File: src/rtl/csw_pkg.sv
// Package: shared field positions and the per-window configuration type
// for the DRAM chip-select window decoder.
// Assumes the register layout is fixed at 32 bits and the address at 36 bits.
package csw_pkg;

    localparam int REG_W      = 32;
    localparam int ADDR_W     = 36;
    localparam int GRAN_LSB   = 24;               // 16 MiB granularity
    localparam int LO_W       = 32 - GRAN_LSB;    // base/size byte width
    localparam int HI_W       = ADDR_W - 32;      // address bits above 4 GiB
    localparam int CS_W       = 3;
    localparam int CS_LSB     = 2;
    localparam int EN_BIT     = 0;
    localparam int ATTR_W     = 8;
    localparam int MASK_W     = 4;                // attribute mask nibble
    localparam int COH_BIT    = 4;

    typedef struct packed {
        logic [LO_W-1:0] base_lo;   // address bits 31:24
        logic [HI_W-1:0] base_hi;   // address bits 35:32
        logic [LO_W-1:0] size_code; // (code+1) * 16 MiB
        logic [CS_W-1:0] cs;        // chip-select to report
        logic            en;        // window enable
    } win_cfg_t;

endpackage

File: src/rtl/csw_regfile.sv
// Module: register storage for the window set.
// Holds only the defined fields of each base and size register, decodes the
// write offset (window in bits [AW-1:3], size/base in bit 2, bits 1:0 ignored)
// and returns a zero-filled read image. Assumes NUM_WIN is a power of two >= 2.
module csw_regfile #(
    parameter int NUM_WIN = 4,
    parameter int IDX_W   = $clog2(NUM_WIN),
    parameter int AW      = IDX_W + 3
) (
    input  logic                                clk,
    input  logic                                rst_n,
    input  logic                                wr_en,
    input  logic [AW-1:0]                       wr_addr,
    input  logic [csw_pkg::REG_W-1:0]           wr_data,
    input  logic [AW-1:0]                       rd_addr,
    output logic [csw_pkg::REG_W-1:0]           rd_data,
    output csw_pkg::win_cfg_t [NUM_WIN-1:0]     cfg
);
    import csw_pkg::*;

    logic [IDX_W-1:0] wr_idx;
    logic [IDX_W-1:0] rd_idx;
    logic [NUM_WIN-1:0] en_vec;
    win_cfg_t         rd_win;

    assign wr_idx = wr_addr[AW-1:3];
    assign rd_idx = rd_addr[AW-1:3];

    // Update the addressed window's base or size fields on a write.
    always_ff @(posedge clk) begin
        if (!rst_n) begin
            cfg <= '0;
        end else if (wr_en) begin
            for (int i = 0; i < NUM_WIN; i++) begin
                if (wr_idx == IDX_W'(i)) begin
                    if (wr_addr[2]) begin
                        cfg[i].size_code <= wr_data[REG_W-1:GRAN_LSB];
                        cfg[i].cs        <= wr_data[CS_LSB+CS_W-1:CS_LSB];
                        cfg[i].en        <= wr_data[EN_BIT];
                    end else begin
                        cfg[i].base_lo   <= wr_data[REG_W-1:GRAN_LSB];
                        cfg[i].base_hi   <= wr_data[HI_W-1:0];
                    end
                end
            end
        end
    end

    // Build the read image of the selected register with undefined bits zero.
    always_comb begin
        rd_win = cfg[rd_idx];
        if (rd_addr[2]) begin
            rd_data = {rd_win.size_code, {(GRAN_LSB-CS_LSB-CS_W){1'b0}},
                       rd_win.cs, 1'b0, rd_win.en};
        end else begin
            rd_data = {rd_win.base_lo, {(GRAN_LSB-HI_W){1'b0}}, rd_win.base_hi};
        end
    end

    // Gather enables for the reset check.
    always_comb begin
        for (int i = 0; i < NUM_WIN; i++) en_vec[i] = cfg[i].en;
    end

    // a reset cycle leaves every window disabled.
    p_reset_clear_r1: assert property (@(posedge clk)
        !rst_n |=> (en_vec == '0));

    // configuration only moves when a write is presented.
    p_hold_nowrite_r2: assert property (@(posedge clk) disable iff (!rst_n)
        !wr_en |=> $stable(cfg));

endmodule

File: src/rtl/csw_win_match.sv
// Module: per-window address comparators.
// Each window compares the high nibble exactly and the 16 MiB byte under the
// inverse of its size code; disabled windows never match. Also flags windows
// whose base lies below 4 GiB. Purely combinational.
module csw_win_match #(
    parameter int NUM_WIN = 4
) (
    input  csw_pkg::win_cfg_t [NUM_WIN-1:0]     cfg,
    input  logic [csw_pkg::ADDR_W-1:0]          addr,
    output logic [NUM_WIN-1:0]                  match_vec,
    output logic [NUM_WIN-1:0]                  lo4g
);
    import csw_pkg::*;

    logic [HI_W-1:0] addr_hi;
    logic [LO_W-1:0] addr_lo;

    assign addr_hi = addr[ADDR_W-1:32];
    assign addr_lo = addr[31:GRAN_LSB];

    for (genvar g = 0; g < NUM_WIN; g++) begin : g_win
        logic hi_eq;
        logic lo_eq;
        // Exact compare of the bits above 4 GiB.
        assign hi_eq = (addr_hi == cfg[g].base_hi);
        // Masked compare of the 16 MiB granule bits.
        assign lo_eq = (((addr_lo ^ cfg[g].base_lo) & ~cfg[g].size_code) == '0);
        assign match_vec[g] = cfg[g].en & hi_eq & lo_eq;
        assign lo4g[g]      = (cfg[g].base_hi == '0);
    end

endmodule

File: src/rtl/csw_pick.sv
// Module: priority pick and result register.
// Chooses the lowest matching window, forms its chip-select and attribute,
// and registers the result one cycle after the request. Assumes NUM_WIN <= 4
// so the window mask fits the attribute nibble.
module csw_pick #(
    parameter int NUM_WIN = 4,
    parameter int IDX_W   = $clog2(NUM_WIN)
) (
    input  logic                                clk,
    input  logic                                rst_n,
    input  logic                                lookup_valid,
    input  logic                                coh_en,
    input  logic [NUM_WIN-1:0]                  match_vec,
    input  csw_pkg::win_cfg_t [NUM_WIN-1:0]     cfg,
    output logic                                res_valid,
    output logic                                res_hit,
    output logic [csw_pkg::CS_W-1:0]            res_cs,
    output logic [csw_pkg::ATTR_W-1:0]          res_attr
);
    import csw_pkg::*;

    logic              any_hit;
    logic [IDX_W-1:0]  sel;
    logic [CS_W-1:0]   cs_n;
    logic [ATTR_W-1:0] attr_n;
    logic [MASK_W-1:0] onehot;

    // Lowest set match bit wins: scan from the top so lower indices override.
    always_comb begin
        sel = '0;
        for (int i = NUM_WIN - 1; i >= 0; i--) begin
            if (match_vec[i]) sel = IDX_W'(i);
        end
    end

    assign any_hit = |match_vec;

    // Form chip-select and attribute for the selected window, zero on a miss.
    always_comb begin
        onehot = MASK_W'(1) << sel;
        attr_n = '0;
        cs_n   = '0;
        if (any_hit) begin
            attr_n[MASK_W-1:0] = ~onehot;
            attr_n[COH_BIT]    = coh_en;
            cs_n               = cfg[sel].cs;
        end
    end

    // Register the result for one-cycle lookup latency.
    always_ff @(posedge clk) begin
        if (!rst_n) begin
            res_valid <= 1'b0;
            res_hit   <= 1'b0;
            res_cs    <= '0;
            res_attr  <= '0;
        end else begin
            res_valid <= lookup_valid;
            if (lookup_valid) begin
                res_hit  <= any_hit;
                res_cs   <= cs_n;
                res_attr <= attr_n;
            end
        end
    end

    // a request produces a result exactly one cycle later, and only then.
    p_latency_r8: assert property (@(posedge clk) disable iff (!rst_n)
        lookup_valid |=> res_valid);
    p_no_spurious_r8: assert property (@(posedge clk) disable iff (!rst_n)
        !lookup_valid |=> !res_valid);

    // a miss reports nothing else.
    p_miss_zero_r7: assert property (@(posedge clk) disable iff (!rst_n)
        (res_valid && !res_hit) |-> (res_cs == '0 && res_attr == '0));

    // a hit clears exactly one mask bit and leaves the top bits zero.
    p_attr_mask_r6: assert property (@(posedge clk) disable iff (!rst_n)
        (res_valid && res_hit) |-> ($countones(res_attr[MASK_W-1:0]) == MASK_W - 1
                                    && res_attr[ATTR_W-1:COH_BIT+1] == '0));

    // the coherency flag follows the pin as sampled with the request.
    p_coh_flag_r6: assert property (@(posedge clk) disable iff (!rst_n)
        (lookup_valid && any_hit) |=> (res_hit && res_attr[COH_BIT] == $past(coh_en)));

endmodule

File: src/rtl/csw_count.sv
// Module: counts enabled windows that start below 4 GiB.
// Combinational from the register state, so it settles in the cycle after
// any write that changes an enable or a base high nibble.
module csw_count #(
    parameter int NUM_WIN = 4,
    parameter int CNT_W   = $clog2(NUM_WIN + 1)
) (
    input  csw_pkg::win_cfg_t [NUM_WIN-1:0]     cfg,
    input  logic [NUM_WIN-1:0]                  lo4g,
    output logic [CNT_W-1:0]                    num_cs
);
    // Sum the windows that are both enabled and reachable by 32-bit DMA.
    always_comb begin
        num_cs = '0;
        for (int i = 0; i < NUM_WIN; i++) begin
            if (cfg[i].en && lo4g[i]) num_cs = num_cs + CNT_W'(1);
        end
    end

endmodule

File: src/rtl/dram_cs_decoder.sv
// Module: top of the DRAM chip-select window decoder.
// Ties the register file, comparators, priority pick and counter together.
// Assumes a synchronous active-low reset and NUM_WIN a power of two, 2..4.
module dram_cs_decoder #(
    parameter int NUM_WIN = 4,
    localparam int IDX_W  = $clog2(NUM_WIN),
    localparam int AW     = IDX_W + 3,
    localparam int CNT_W  = $clog2(NUM_WIN + 1)
) (
    input  logic                            clk,
    input  logic                            rst_n,
    input  logic                            cfg_wr_en,
    input  logic [AW-1:0]                   cfg_wr_addr,
    input  logic [csw_pkg::REG_W-1:0]       cfg_wr_data,
    input  logic [AW-1:0]                   cfg_rd_addr,
    output logic [csw_pkg::REG_W-1:0]       cfg_rd_data,
    input  logic                            coh_en,
    input  logic                            lookup_valid,
    input  logic [csw_pkg::ADDR_W-1:0]      lookup_addr,
    output logic                            res_valid,
    output logic                            res_hit,
    output logic [csw_pkg::CS_W-1:0]        res_cs,
    output logic [csw_pkg::ATTR_W-1:0]      res_attr,
    output logic [NUM_WIN-1:0]              win_lo4g,
    output logic [CNT_W-1:0]                num_cs
);
    import csw_pkg::*;

    win_cfg_t [NUM_WIN-1:0] cfg;
    logic [NUM_WIN-1:0]     match_vec;

    csw_regfile #(.NUM_WIN(NUM_WIN), .IDX_W(IDX_W), .AW(AW)) u_regs (
        .clk     (clk),
        .rst_n   (rst_n),
        .wr_en   (cfg_wr_en),
        .wr_addr (cfg_wr_addr),
        .wr_data (cfg_wr_data),
        .rd_addr (cfg_rd_addr),
        .rd_data (cfg_rd_data),
        .cfg     (cfg)
    );

    csw_win_match #(.NUM_WIN(NUM_WIN)) u_match (
        .cfg       (cfg),
        .addr      (lookup_addr),
        .match_vec (match_vec),
        .lo4g      (win_lo4g)
    );

    csw_pick #(.NUM_WIN(NUM_WIN), .IDX_W(IDX_W)) u_pick (
        .clk          (clk),
        .rst_n        (rst_n),
        .lookup_valid (lookup_valid),
        .coh_en       (coh_en),
        .match_vec    (match_vec),
        .cfg          (cfg),
        .res_valid    (res_valid),
        .res_hit      (res_hit),
        .res_cs       (res_cs),
        .res_attr     (res_attr)
    );

    csw_count #(.NUM_WIN(NUM_WIN), .CNT_W(CNT_W)) u_count (
        .cfg    (cfg),
        .lo4g   (win_lo4g),
        .num_cs (num_cs)
    );

    // the count only moves after a register write.
    p_count_stable_r10: assert property (@(posedge clk) disable iff (!rst_n)
        !cfg_wr_en |=> $stable(num_cs));

    // the count never exceeds the set of DMA-reachable windows.
    p_count_bound_r10: assert property (@(posedge clk) disable iff (!rst_n)
        num_cs <= CNT_W'($countones(win_lo4g)));

endmodule

File: config.mk
export PLATFORM = sky130hd
export DESIGN_NAME = dram_cs_decoder
export DESIGN_NICKNAME = d
export VERILOG_FILES = /design/src/rtl/csw_pkg.sv /design/src/rtl/csw_regfile.sv /design/src/rtl/csw_win_match.sv /design/src/rtl/csw_pick.sv /design/src/rtl/csw_count.sv /design/src/rtl/dram_cs_decoder.sv
export SDC_FILE = /design/constraint.sdc
export NUM_CORES = 1
export LEC_CHECK = 0
export BUFFER_PORTS_ARGS = -buffer_cell sky130_fd_sc_hd__buf_4
export CAP_MARGIN = 20
export CORE_ASPECT_RATIO = 2
export CORE_MARGIN = 2
export CORE_UTILIZATION = 31
export DETAILED_ROUTE_END_ITERATION = 8
export GPL_TIMING_DRIVEN = 0
export PLACE_DENSITY = 0.55
export SYNTH_ARGS = -nofsm -noshare
export SYNTH_HDL_FRONTEND = slang
export SYNTH_HIERARCHICAL = 1
export SYNTH_SLANG_ARGS = --single-unit
File: constraint.sdc
create_clock -name clk -period 5.8 [get_ports clk]
set_input_delay 0.29 -clock clk [delete_from_list [all_inputs] [get_ports clk]]
set_output_delay 0.29 -clock clk [all_outputs]
set_load 0.02 [all_outputs]
* Word-level counts from Yosys, hierarchy flattened *
Index checks and enable logic that the tools add are counted.

storage, ports and cells
  register bits after elaboration = 106
  bits in latches = 0
  memory bits (writable) = 0
  memory bits (read-only) = 0
  output and inout port bits = 52
  logic and storage cells = 96
  memories = 0

operators by class
  $add $sub $neg = 3
  multiply operators = 0
  div/mod/pow operators = 0
  magnitude comparators = 2
  equality and inequality tests = 7
  shift-type cells = 1
  multiplexer cells = 15
  bitwise operators = 22
  reduce and logical (&&, ||, !) cells = 22

operators by type and width
  operator                                                                       count
  24-bit binary-select mux with 2-bit select                                     2
  8-bit AND                                                                      4
  8-bit zero test                                                                4
  32-bit 2-to-1 mux                                                              1
  8-bit inverter                                                                 4
  8-bit XOR                                                                      4
  24-bit 2-to-1 mux                                                              1
  3-bit AND reduction                                                            8
  4-bit equality test                                                            4
  4-bit zero test                                                                4
  3-bit 2-to-1 mux                                                               4
  1-bit AND                                                                      8
  2-bit 2-to-1 mux                                                               4
  3-bit by 1-bit adder with 3-bit output (second input constant)                 2
  2-bit by 3-bit less-than comparator with 1-bit output (second input constant)  2
  5-bit 2-to-1 mux                                                               1
  2-bit equality test (second input constant)                                    2
  1-bit logical AND                                                              4
  4-bit 2-to-1 mux                                                               1
  4-bit inverter                                                                 1
  4-bit OR reduction                                                             1
  1-bit by 2-bit << shifter with 4-bit output (first input constant)             1
  1-bit by 1-bit adder with 2-bit output (second input constant)                 1
  2-bit by 1-bit equality test with 1-bit output (second input constant)         1
  3 further kinds                                                                3

* Logic depth before layout (Yosys ltp) *
Gate-level depths: netlist of the first run.

  depth after elaboration = 11
  depth in mapped cells = 9
  gate-level depth less buffers = 9

* Modules after synthesis *
Netlist of the first run, hierarchy kept.

by module, submodules not included
  module         instances  cells each  area an instance (um^2)  seq. area each (um^2)
  csw_regfile    1          505         4618.2                   1921.8
  csw_win_match  1          96          784.5                    0.0
  csw_pick       1          69          590.6                    200.2
  csw_count      1          19          153.9                    0.0

* Worst setup path after synthesis of the first run *
Ideal clock, no wire load.

  path type = register to output
  start point = register, netlist name u_regs/cfg[12]
  end point = output port num_cs[1]
  arrival time = 2.536 ns
  required time = 5.510 ns
  path slack = 2.974 ns
  cell stages (with the launch flop) = 8
  path buffers = 0
  cell sequence = dfxtp_1 nor4_1 and2_1 ha_1 xnor2_1 ha_1 and3b_1 a31oi_1

on the way
  cells in the longest elaborated chain, start to end = 9

RTL lines
  element                                 RTL line               source
  4-bit zero test *                       csw_win_match.sv:29    assign lo4g[g] = (cfg[g].base_hi == '0);
  named net win_lo4g[0]                   dram_cs_decoder.sv:24  output logic [NUM_WIN-1:0] win_lo4g,
  1-bit logical AND *                     csw_count.sv:16        if (cfg[i].en && lo4g[i]) num_cs = num_cs + CNT_W'(1);
  1-bit 2-to-1 mux *                      csw_count.sv:16
  1-bit by 1-bit adder with 2-bit output  csw_count.sv:16
  3-bit 2-to-1 mux *                      csw_count.sv:16
  3-bit by 1-bit adder with 3-bit output  csw_count.sv:16
  3-bit 2-to-1 mux *                      csw_count.sv:16
  3-bit by 1-bit adder with 3-bit output  csw_count.sv:16
  3-bit 2-to-1 mux *                      csw_count.sv:16
  to (decl)                               dram_cs_decoder.sv:25  output logic [CNT_W-1:0] num_cs

Mark *: on every way through the listed nets, which the timed path passes. The rest lies on a longest branch.

* Worst setup path after layout of the first run *
  start point = register, netlist name u_regs/cfg[13]
  end point = output port num_cs[1]

on the way
  cells in the longest elaborated chain, start to end = 9

RTL lines
  element                                 RTL line
  4-bit zero test *                       csw_win_match.sv:29
  1-bit logical AND *                     csw_count.sv:16
  1-bit 2-to-1 mux *                      csw_count.sv:16
  1-bit by 1-bit adder with 2-bit output  csw_count.sv:16
  3-bit 2-to-1 mux *                      csw_count.sv:16
  3-bit by 1-bit adder with 3-bit output  csw_count.sv:16
  3-bit 2-to-1 mux *                      csw_count.sv:16
  3-bit by 1-bit adder with 3-bit output  csw_count.sv:16
  3-bit 2-to-1 mux *                      csw_count.sv:16

Every way passes the cells marked *; elsewhere a longest branch is shown, timed or not.

==> results.toml, run 1 <==
[run_status]
status = "finished, final reports clean"

[setup_path]
crit_fanout = 4
required_ps = 5510
cp-end-kind = "output pin"
startpoint_type = "flop"
critPathLaunch = "u_regs/cfg[13]"
rrSetupSlack_ps = 2870
critical_path_class = "flop to output pin"
cp.arrival_ps = 2700
r2r-start = "u_regs/cfg[15]"

[floorplan]
initial_core_util = 0.317
coreArea_sq_mm = 0.0194
die-width_microns = 104
die_area_sq_mm = 0.0210
pin_count = 135
die_y_microns = 203
rows = 72

[route]
drt_iter0_drc = 234
ant_nets = 0
viasPerCell = 4.93
num_vias = 5051
wl_per_cell_microns = 21.1
drt-total-wl_microns = 21700
drc = 0
drt-pass1-iter-count = 5

[clock_network]
cts_hold_buffers = 0
cts-buffers-inserted = 9
clock_sinks = 106
clk_latency_ps = 360
postCtsSetupBuffers = 0
cts_tree = "done"
ctsHtreeMaxLevel = 3
cts_max_path_buffers = 2
cts-root-buf = "clkbuf_16"
postCtsResizedCells = 0
clkTransAtPathRegs_ps = 80

[yosys]
ys_top_cells_by_count = "197 x nand2_1, 106 x dfxtp_1, 97 x a21boi_0, 47 x xnor2_1, 35 x buf_4"
synth_edf_count = 0
synth_area_sq_mm = 0.00615
synth_most_common_cell = "nand2_1"
ys_seq_area_frac = 0.345
ys_warn_count = 6
ys_async_sr_fraction = 0
synth.avg_cell_area_sq_um = 8.92
ys_ff_latch = 106
ys_top_cells_by_area = "dfxtp_1 35%, nand2_1 12%, a21boi_0 12%, mux4_2 8.8%, xnor2_1 6.7%"
syn_inst = 689
yosysTopAreaCell = "dfxtp_1"
synth_top_flop_cell = "dfxtp_1"
synth_cell_types = 51
yosysTopAreaCellShare = 0.345

[timing]
setup_viol = 0
fmax_ghz = 0.335
drv_slew = 0
worstMarginPinSlew_ps = 885
period_share = 0.515
fin_tns_setup_ps = 0
finalHoldViolCount = 0
skew_ps = 11.4
rsz0062_at_grt = "false"
hold_slack_ps = 213
max-slew-margin-rel = 0.405
period_needed_ps = 2990

[layout]
syn_to_final_growth_pct = 16.6
fin_nets = 847
post_route_cells_drive_above_1_share = 0.227
layout.cells.non_filler = 1025
diodes = 0

[placed_design]
numPortBuffers = 40
dp_hpwl_microns = 16700
dp_cells = 1008
place_congestion = 0.889

[global_route]
grt-ovfl-total = 0
antenna_found_initial = 0
grt_use_total = 0.207
grt_pass1_vias = 5022
grt_pass1_wl_microns = 32000
grt_max_degree = 17

[worst_hold_path]
hold_class = "input pin to flop"
hold_start = "coh_en"

[power_and_ir_drop]
power.density_mw_per_mm2 = 230
ir_drop_mv = 0.132
p_leak_nw = 2.56

[run]
max_cap_violations = 0
==> layer usage <==
| layer | part of all wire | vias up | wire length, microns | GRT usage |
|---|---|---|---|---|
| met3 | 0.039 | 59 | 854 | 0.0246 |
| met4 | 0.078 | 0 | 1690 | 0.159 |
| li1 | - | 2446 | - | - |
| met5 | 0 | - | 0 | 0 |
| met1 | 0.35 | 2345 | 7560 | 0.200 |
| met2 | 0.53 | 201 | 11500 | 0.394 |
==> metrics by stage <==
stage / util / setup slack, ps / area (sq um) / power, W
after CTS: 0.370 / 2810 / 7160 / 0.00166
after detailed placement: 0.353 / 2850 / 6850 / 0.00101
after floorplan: - / 2970 / 6220 / 0.000928
after global placement: 0.353 / 2860 / 6850 / 0.00101
final: 0.370 / 2810 / 7170 / 0.00165
after global routing: 0.370 / 2570 / 7170 / 0.00170
==> state kept, by name (all words and copies together) (netlist names) <==
signal / cells
u_regs/cfg: 96
u_pick/res_attr: 5
u_pick/res_cs: 3
u_pick/res_hit: 1
u_pick/res_valid: 1
==> where the power goes <==
part	total [W]	leakage [nW]	internal [W]	switching, W
Sequential	0.000758	0.858	0.000742	0.0000160
Clock	0.000658	0.152	0.000372	0.000286
Combinational	0.000232	1.55	0.0000979	0.000134
==> cells in the final DEF (no fill, tap or decap), types with 4 or more instances in the layout <==
cell type	n
a211oi_1	4
a21boi_0	97
and2_1	7
and3b_1	7
buf_2	20
buf_4	75
buf_6	11
clkbuf_1	20
clkbuf_16	9
conb_1	22
dfxtp_1	106
inv_1	5
mux2_2	11
mux4_2	24
nand2_1	197
nand3_1	4
nor2_1	8
nor2b_1	8
nor4_1	5
o211ai_1	4
o21ai_0	5
o22ai_1	12
xnor2_1	47
==> worst max-delay path, cell delays in order (launching register included) <==
cell     delay, ps
dfxtp_1        370
nor4_1         520
and2_1         240
ha_1           280
xnor2_1        160
ha_1           270
and3b_1        160
a31oi_1        170
buf_4          170
==> cells by family after synthesis <==
family                   Yosys count  synth area share
AO/OA/AOI/OAI                    135             0.162
XOR/XNOR                          51            0.0775
adder cells (fa/ha/maj)            3           0.00611
buffers and inverters             90            0.0938
flip-flops                       106             0.345
multiplexers                      35             0.108
other                              2           0.00122
AND/OR/NAND/NOR                  267             0.206
==> worst paths after layout <==
path | end | depth (start not counted)
hold reg to reg | u_pick/res_attr[4] | 2
setup / recovery | num_cs[1] | 8
hold / removal | u_pick/res_attr[4] | 3
setup reg to reg | u_pick/res_cs[0] | 7
==> area by class of cell <==
| class | instances | area [sq um] |
|---|---|---|
| Fill cell | 2012 | 12200 |
| Multi-Input combinational cell | 513 | 3520 |
| Sequential cell | 106 | 2120 |
| Buffer | 85 | 558 |
| Tap cell | 259 | 324 |
| Timing Repair Buffer | 41 | 308 |
| Clock buffer | 13 | 270 |
| Clock inverter | 3 | 46.3 |
| Inverter | 5 | 18.8 |
Power figures use the tool's default switching activity.
==> run 2: changes to the inputs <==
Clock period 5.8 ns to 2.85 ns, I/O delays scaled along.
==> run 2 against run 1 <==
  * Register-to-register slack lost 2800 ps
  * Sequential share of layout area shrank 0.13 points
  * Final area grew 0.44%
  * Setup slack lost 2800 ps
  * Die area is the same
  * Utilization grew 0.16 points
  * Global-route usage is essentially flat
  * Critical path depth shrank 1
  * Sequential power grew 100%
==> results.toml, run 2 (same netlist as run 1, synthesis figures left out) <==
[layout]
multi_input_area_sq_mm = 0.00355
layout.cells.non_filler = 1025
syn_to_final_growth_pct = 17.2
final-seq-area_sq_mm = 0.00212
fin_nets = 847
largest_register = "u_regs/cfg"
fillers = 2005
final_common_cell = "nand2_1"
largest_reg_flops = 96
post_route_cells_drive_above_1_share = 0.232
diodes = 0
biggestRegsByFlops = "u_regs/cfg x96, u_pick/res_attr x5, u_pick/res_cs x3"
layout_common_cells = "197 x nand2_1, 106 x dfxtp_1, 97 x a21boi_0, 75 x buf_4, 47 x xnor2_1"

[clock_network]
clk_latency_ps = 360
cts-buffers-inserted = 9
ctsHtreeMaxLevel = 3
cts_max_path_buffers = 2
cts-root-buf = "clkbuf_16"
cts_hold_buffers = 0
clock_sinks = 106
clkTransAtPathRegs_ps = 80
postCtsSetupBuffers = 0
cts_tree = "done"

[setup_path]
cp.depth = 7
crit_chain = "xnor2_1 -> nand3_2 -> or4_1 -> nor3_4 -> and3b_1 -> a2111oi_0 -> a211oi_1"
required_ps = 3080
cp.arrival_ps = 3040
critPathLaunch = "u_regs/cfg[15]"
cp-endpoint = "u_pick/res_cs[0]"
crit_family = "simple AND/OR/NAND/NOR gates"
cp-end-kind = "flop"
reg2reg_depth = 7
slowest_stage = "or4_1"
rrSetupSlack_ps = 40
r2r-start = "u_regs/cfg[15]"
reg2reg_to = "u_pick/res_cs[0]"
startpoint_type = "flop"
worst_path_largest_cell_delay_ps = 630
critical_path_class = "flop to flop"
crit_buf_inv = 0
crit_fanout = 7

[placed_design]
numPortBuffers = 40
dp_hpwl_microns = 16700
dp_cells = 1008
place_congestion = 0.889

[route]
drt_iter0_drc = 200
drt-pass1-iter-count = 5
wl_per_cell_microns = 21.1
viasPerCell = 4.94
ant_nets = 0
drt-total-wl_microns = 21600
drc = 0
num_vias = 5061

[global_route]
grtUsageMet3 = 0.0246
grt.busiest_layer = "met2"
antenna_found_initial = 0
grt_pass1_wl_microns = 32000
gr-usage-met2 = 0.394
grt_pass1_vias = 5022
grtUsageMet1 = 0.200
grt_max_degree = 17
grt_use_total = 0.207
grt-ovfl-total = 0

[timing]
finalHoldViolCount = 0
skew_ps = 12.0
setup_viol = 0
max-slew-margin-rel = 0.389
drv_slew = 0
worstMarginPinSlew_ps = 908
period_needed_ps = 2810
period_share = 0.985
rsz0062_at_grt = "false"
fmax_ghz = 0.356

[floorplan]
die_y_microns = 203
die_area_sq_mm = 0.0210
rows = 72
pin_count = 135
die-width_microns = 104
coreArea_sq_mm = 0.0194
initial_core_util = 0.317

[power_and_ir_drop]
ir_drop_mv = 0.270
p_leak_nw = 2.58
total_power_w = 0.00336
power.density_mw_per_mm2 = 467

[run]
max_cap_violations = 0

[run_status]
status = "finished, final reports clean"

[worst_hold_path]
hold_class = "input pin to flop"
-- run 2: tightest hold or removal path, stage by stage --
cell      delay (ps)
buf_4            110
nand3_1           70
a21boi_0          70
-- run 2: cell type report --
class | count | share of cell area
Clock inverter | 3 | 0.00643
Clock buffer | 13 | 0.0375
Sequential cell | 106 | 0.295
Buffer | 85 | 0.0775
Inverter | 5 | 0.00261
Multi-Input combinational cell | 513 | 0.494
Tap cell | 259 | 0.0450
Timing Repair Buffer | 41 | 0.0427
-- run 2: through the flow --
step                setup TNS (ps)  setup slack [ps]  hold WS [ps]  utilization  cell area [sq um]
floorplan                        0               172           260            -               6220
global placement             -49.4             -49.4           434        0.353               6850
detailed placement           -70.7             -70.7           441        0.353               6850
CTS                              0              5.39          61.0        0.370               7170
global route                     0              20.0          94.7        0.372               7200
finish                           0              43.2          60.5        0.372               7200
-- run 2: worst min path at each step --
stage	from	end	slack, ps	cells after the start
6_report	coh_en	u_pick/res_attr[4]	60	3
3_5_place_dp	coh_en	u_pick/res_attr[4]	440	3
3_3_place_gp	coh_en	u_pick/res_attr[4]	430	3
2_1_floorplan	rst_n	u_pick/res_attr[1]	260	1
4_1_cts	coh_en	u_pick/res_attr[4]	60	3
5_1_grt	cfg_wr_data[1]	u_regs/cfg[61]	90	3
-- run 2: power breakdown --
group | switching (W) | internal, W | leakage [nW] | total, W
registers | 0.0000331 | 0.00151 | 0.858 | 0.00154
logic | 0.000273 | 0.000200 | 1.57 | 0.000474
clock network | 0.000586 | 0.000757 | 0.152 | 0.00134
-- run 2: per-layer routing --
metal  share of wire  vias to the layer above
li1                -                     2442
met5               0                        -
met2            0.53                      193
met4           0.081                        0
met3           0.039                       63
met1            0.35                     2363
-- run 2: repair_timing --
action | CTS | global route
cloned | 0 | 0
resized for setup | 1 | 5
endpoints found under the setup margin | 1 | 5
pin swaps | 0 | 1
==> run 3: changes to the inputs <==
Settings changed: CELL_PAD_IN_SITES_DETAIL_PLACEMENT set to 0, CELL_PAD_IN_SITES_GLOBAL_PLACEMENT set to 1, PLACE_DENSITY 0.55 to 0.69, RECOVER_POWER set to 50, SLEW_MARGIN set to 20.
==> run 3 against run 2 <==
  * Final area is 0.94% lower
  * Die area unchanged
  * First-iteration DRC count up 37%
  * Sequential power barely moved
  * Global-route usage is 0.46 points higher
  * Setup slack better by 35 ps
  * Final cell count is 0.29% lower
  * Via count grew 2.1%
  * Worst hold slack improved by 9.6 ps
  * Count of clock-buffer cells in the layout decreased by 1
  * Power is 1.3% lower
  * Critical path type unchanged
==> results.toml, run 3 (same netlist as run 1, synthesis figures left out) <==
[clock_network]
clock_sinks = 106
cts-root-buf = "clkbuf_16"
ctsHtreeMaxLevel = 3
cts_tree = "done"
cts_hold_buffers = 0
clkTransAtPathRegs_ps = 70
cts-buffers-inserted = 9
clk_latency_ps = 360
cts_max_path_buffers = 2

[placed_design]
numPortBuffers = 40
dp_hpwl_microns = 16900
pre_cts_ws_ps = 30.9
place_congestion = 0.908
postPlaceCellArea_sq_mm = 0.00685

[timing]
fin_tns_setup_ps = 0
period_needed_ps = 2770
finalHoldViolCount = 0
skew_ps = 11.0
fmax_ghz = 0.361
worst_slack_ps = 78.0
setup_viol = 0
worstMarginPinSlew_ps = 743
rsz0062_at_grt = "false"
period_share = 0.973
max-slew-margin-rel = 0.505
drv_slew = 0

[layout]
syn_to_final_growth_pct = 16.1
final_common_cell = "nand2_1"
layout_common_cells = "197 x nand2_1, 106 x dfxtp_1, 97 x a21boi_0, 63 x buf_4, 47 x xnor2_1"
finalInstanceArea_sq_mm = 0.00713
largest_reg_flops = 96
post_route_cells_drive_above_1_share = 0.207
diodes = 0
fin_nets = 846
biggestRegsByFlops = "u_regs/cfg x96, u_pick/res_attr x5, u_pick/res_cs x3"
largest_register = "u_regs/cfg"

[setup_path]
required_ps = 3080
cp.arrival_ps = 3000
startpoint_type = "flop"
slowest_stage = "or4_1"
crit_buf_inv = 0
crit_fanout = 7
critical_path_class = "flop to flop"
crit_family = "simple AND/OR/NAND/NOR gates"
worst_path_largest_cell_delay_ps = 580
crit_chain = "xnor2_1 -> nand3_2 -> or4_1 -> nor3_4 -> and3b_1 -> a2111oi_0 -> a211oi_1"
cp-end-kind = "flop"

[power_and_ir_drop]
ir_drop_mv = 0.248
p_leak_nw = 2.51
total_power_w = 0.00331
power.density_mw_per_mm2 = 465

[route]
drt_iter0_drc = 273
drt-pass1-iter-count = 5
ant_nets = 0
drc = 0
viasPerCell = 5.06
drt-total-wl_microns = 22000
num_vias = 5169
wl_per_cell_microns = 21.6

[floorplan]
die-width_microns = 104
pin_count = 135
coreArea_sq_mm = 0.0194
die_y_microns = 203
initial_core_util = 0.317
rows = 72
die_area_sq_mm = 0.0210

[run]
max_cap_violations = 0

[global_route]
grt_pass1_wl_microns = 32800
grt_use_total = 0.211
grt-ovfl-total = 0
antenna_found_initial = 0
grt_max_degree = 16
grt_pass1_vias = 5162

[worst_hold_path]
hold_class = "input pin to flop"

[run_status]
status = "finished, final reports clean"
## run 3: cell count changes in the layout (fill, tap and decap cells not counted), sizes merged
cell	delta
buf	-16
clkbuf	+14
clkinv	-1
## run 3: worst reg2reg max path: stages (launching register included)
cell	delay, ps
dfxtp_1	570
xnor2_1	190
nand3_2	100
or4_1	580
nor3_4	380
and3b_1	230
a2111oi_0	470
a211oi_1	140
## run 3: final timing paths
| check | start | endpoint | slack [ps] | cells past startpoint |
|---|---|---|---|---|
| worst min register to register | u_pick/res_attr[4] | u_pick/res_attr[4] | 480 | 2 |
| worst max register to register | u_regs/cfg[15] | u_pick/res_cs[0] | 80 | 7 |
| worst max-delay path | u_regs/cfg[15] | u_pick/res_cs[0] | 80 | 7 |
| worst min-delay path | coh_en | u_pick/res_attr[4] | 70 | 3 |
## run 3: layout make-up
cell class / count / area (sq um)
fill: 2027 / 12200
clock buffer: 12 / 256
buffer: 85 / 553
clock inverter: 2 / 37.5
timing repair buffer: 40 / 255
inverter: 5 / 18.8
sequential: 106 / 2120
tap: 259 / 324
multi-input combinational: 513 / 3570
## run 3: through the flow
stage / cells / util / hold slack, ps
after global routing: 1022 / 0.368 / 99.5
after detailed placement: 1008 / 0.354 / 442
after global placement: 1008 / 0.353 / 432
final: 1022 / 0.368 / 70.1
after CTS: 1022 / 0.369 / 67.6
after floorplan: 709 / - / 260
## run 3: per-layer routing
layer  part of all wire  global-route usage
met1               0.36               0.213
met2               0.54               0.410
met3              0.041              0.0249
met4              0.061               0.126
met5                  0                   0
## run 3: report_power, final
group	internal, W	switching [W]
Combinational	0.000197	0.000279
Clock	0.000722	0.000573
Sequential	0.00151	0.0000330
Total	0.00243	0.000885
## run 3: timing repair
action / in CTS / in global routing
gates resized for setup: 1 / 6
pin swaps: 0 / 1
setup endpoints to repair: 1 / 4
buffers inserted: 0 / 0
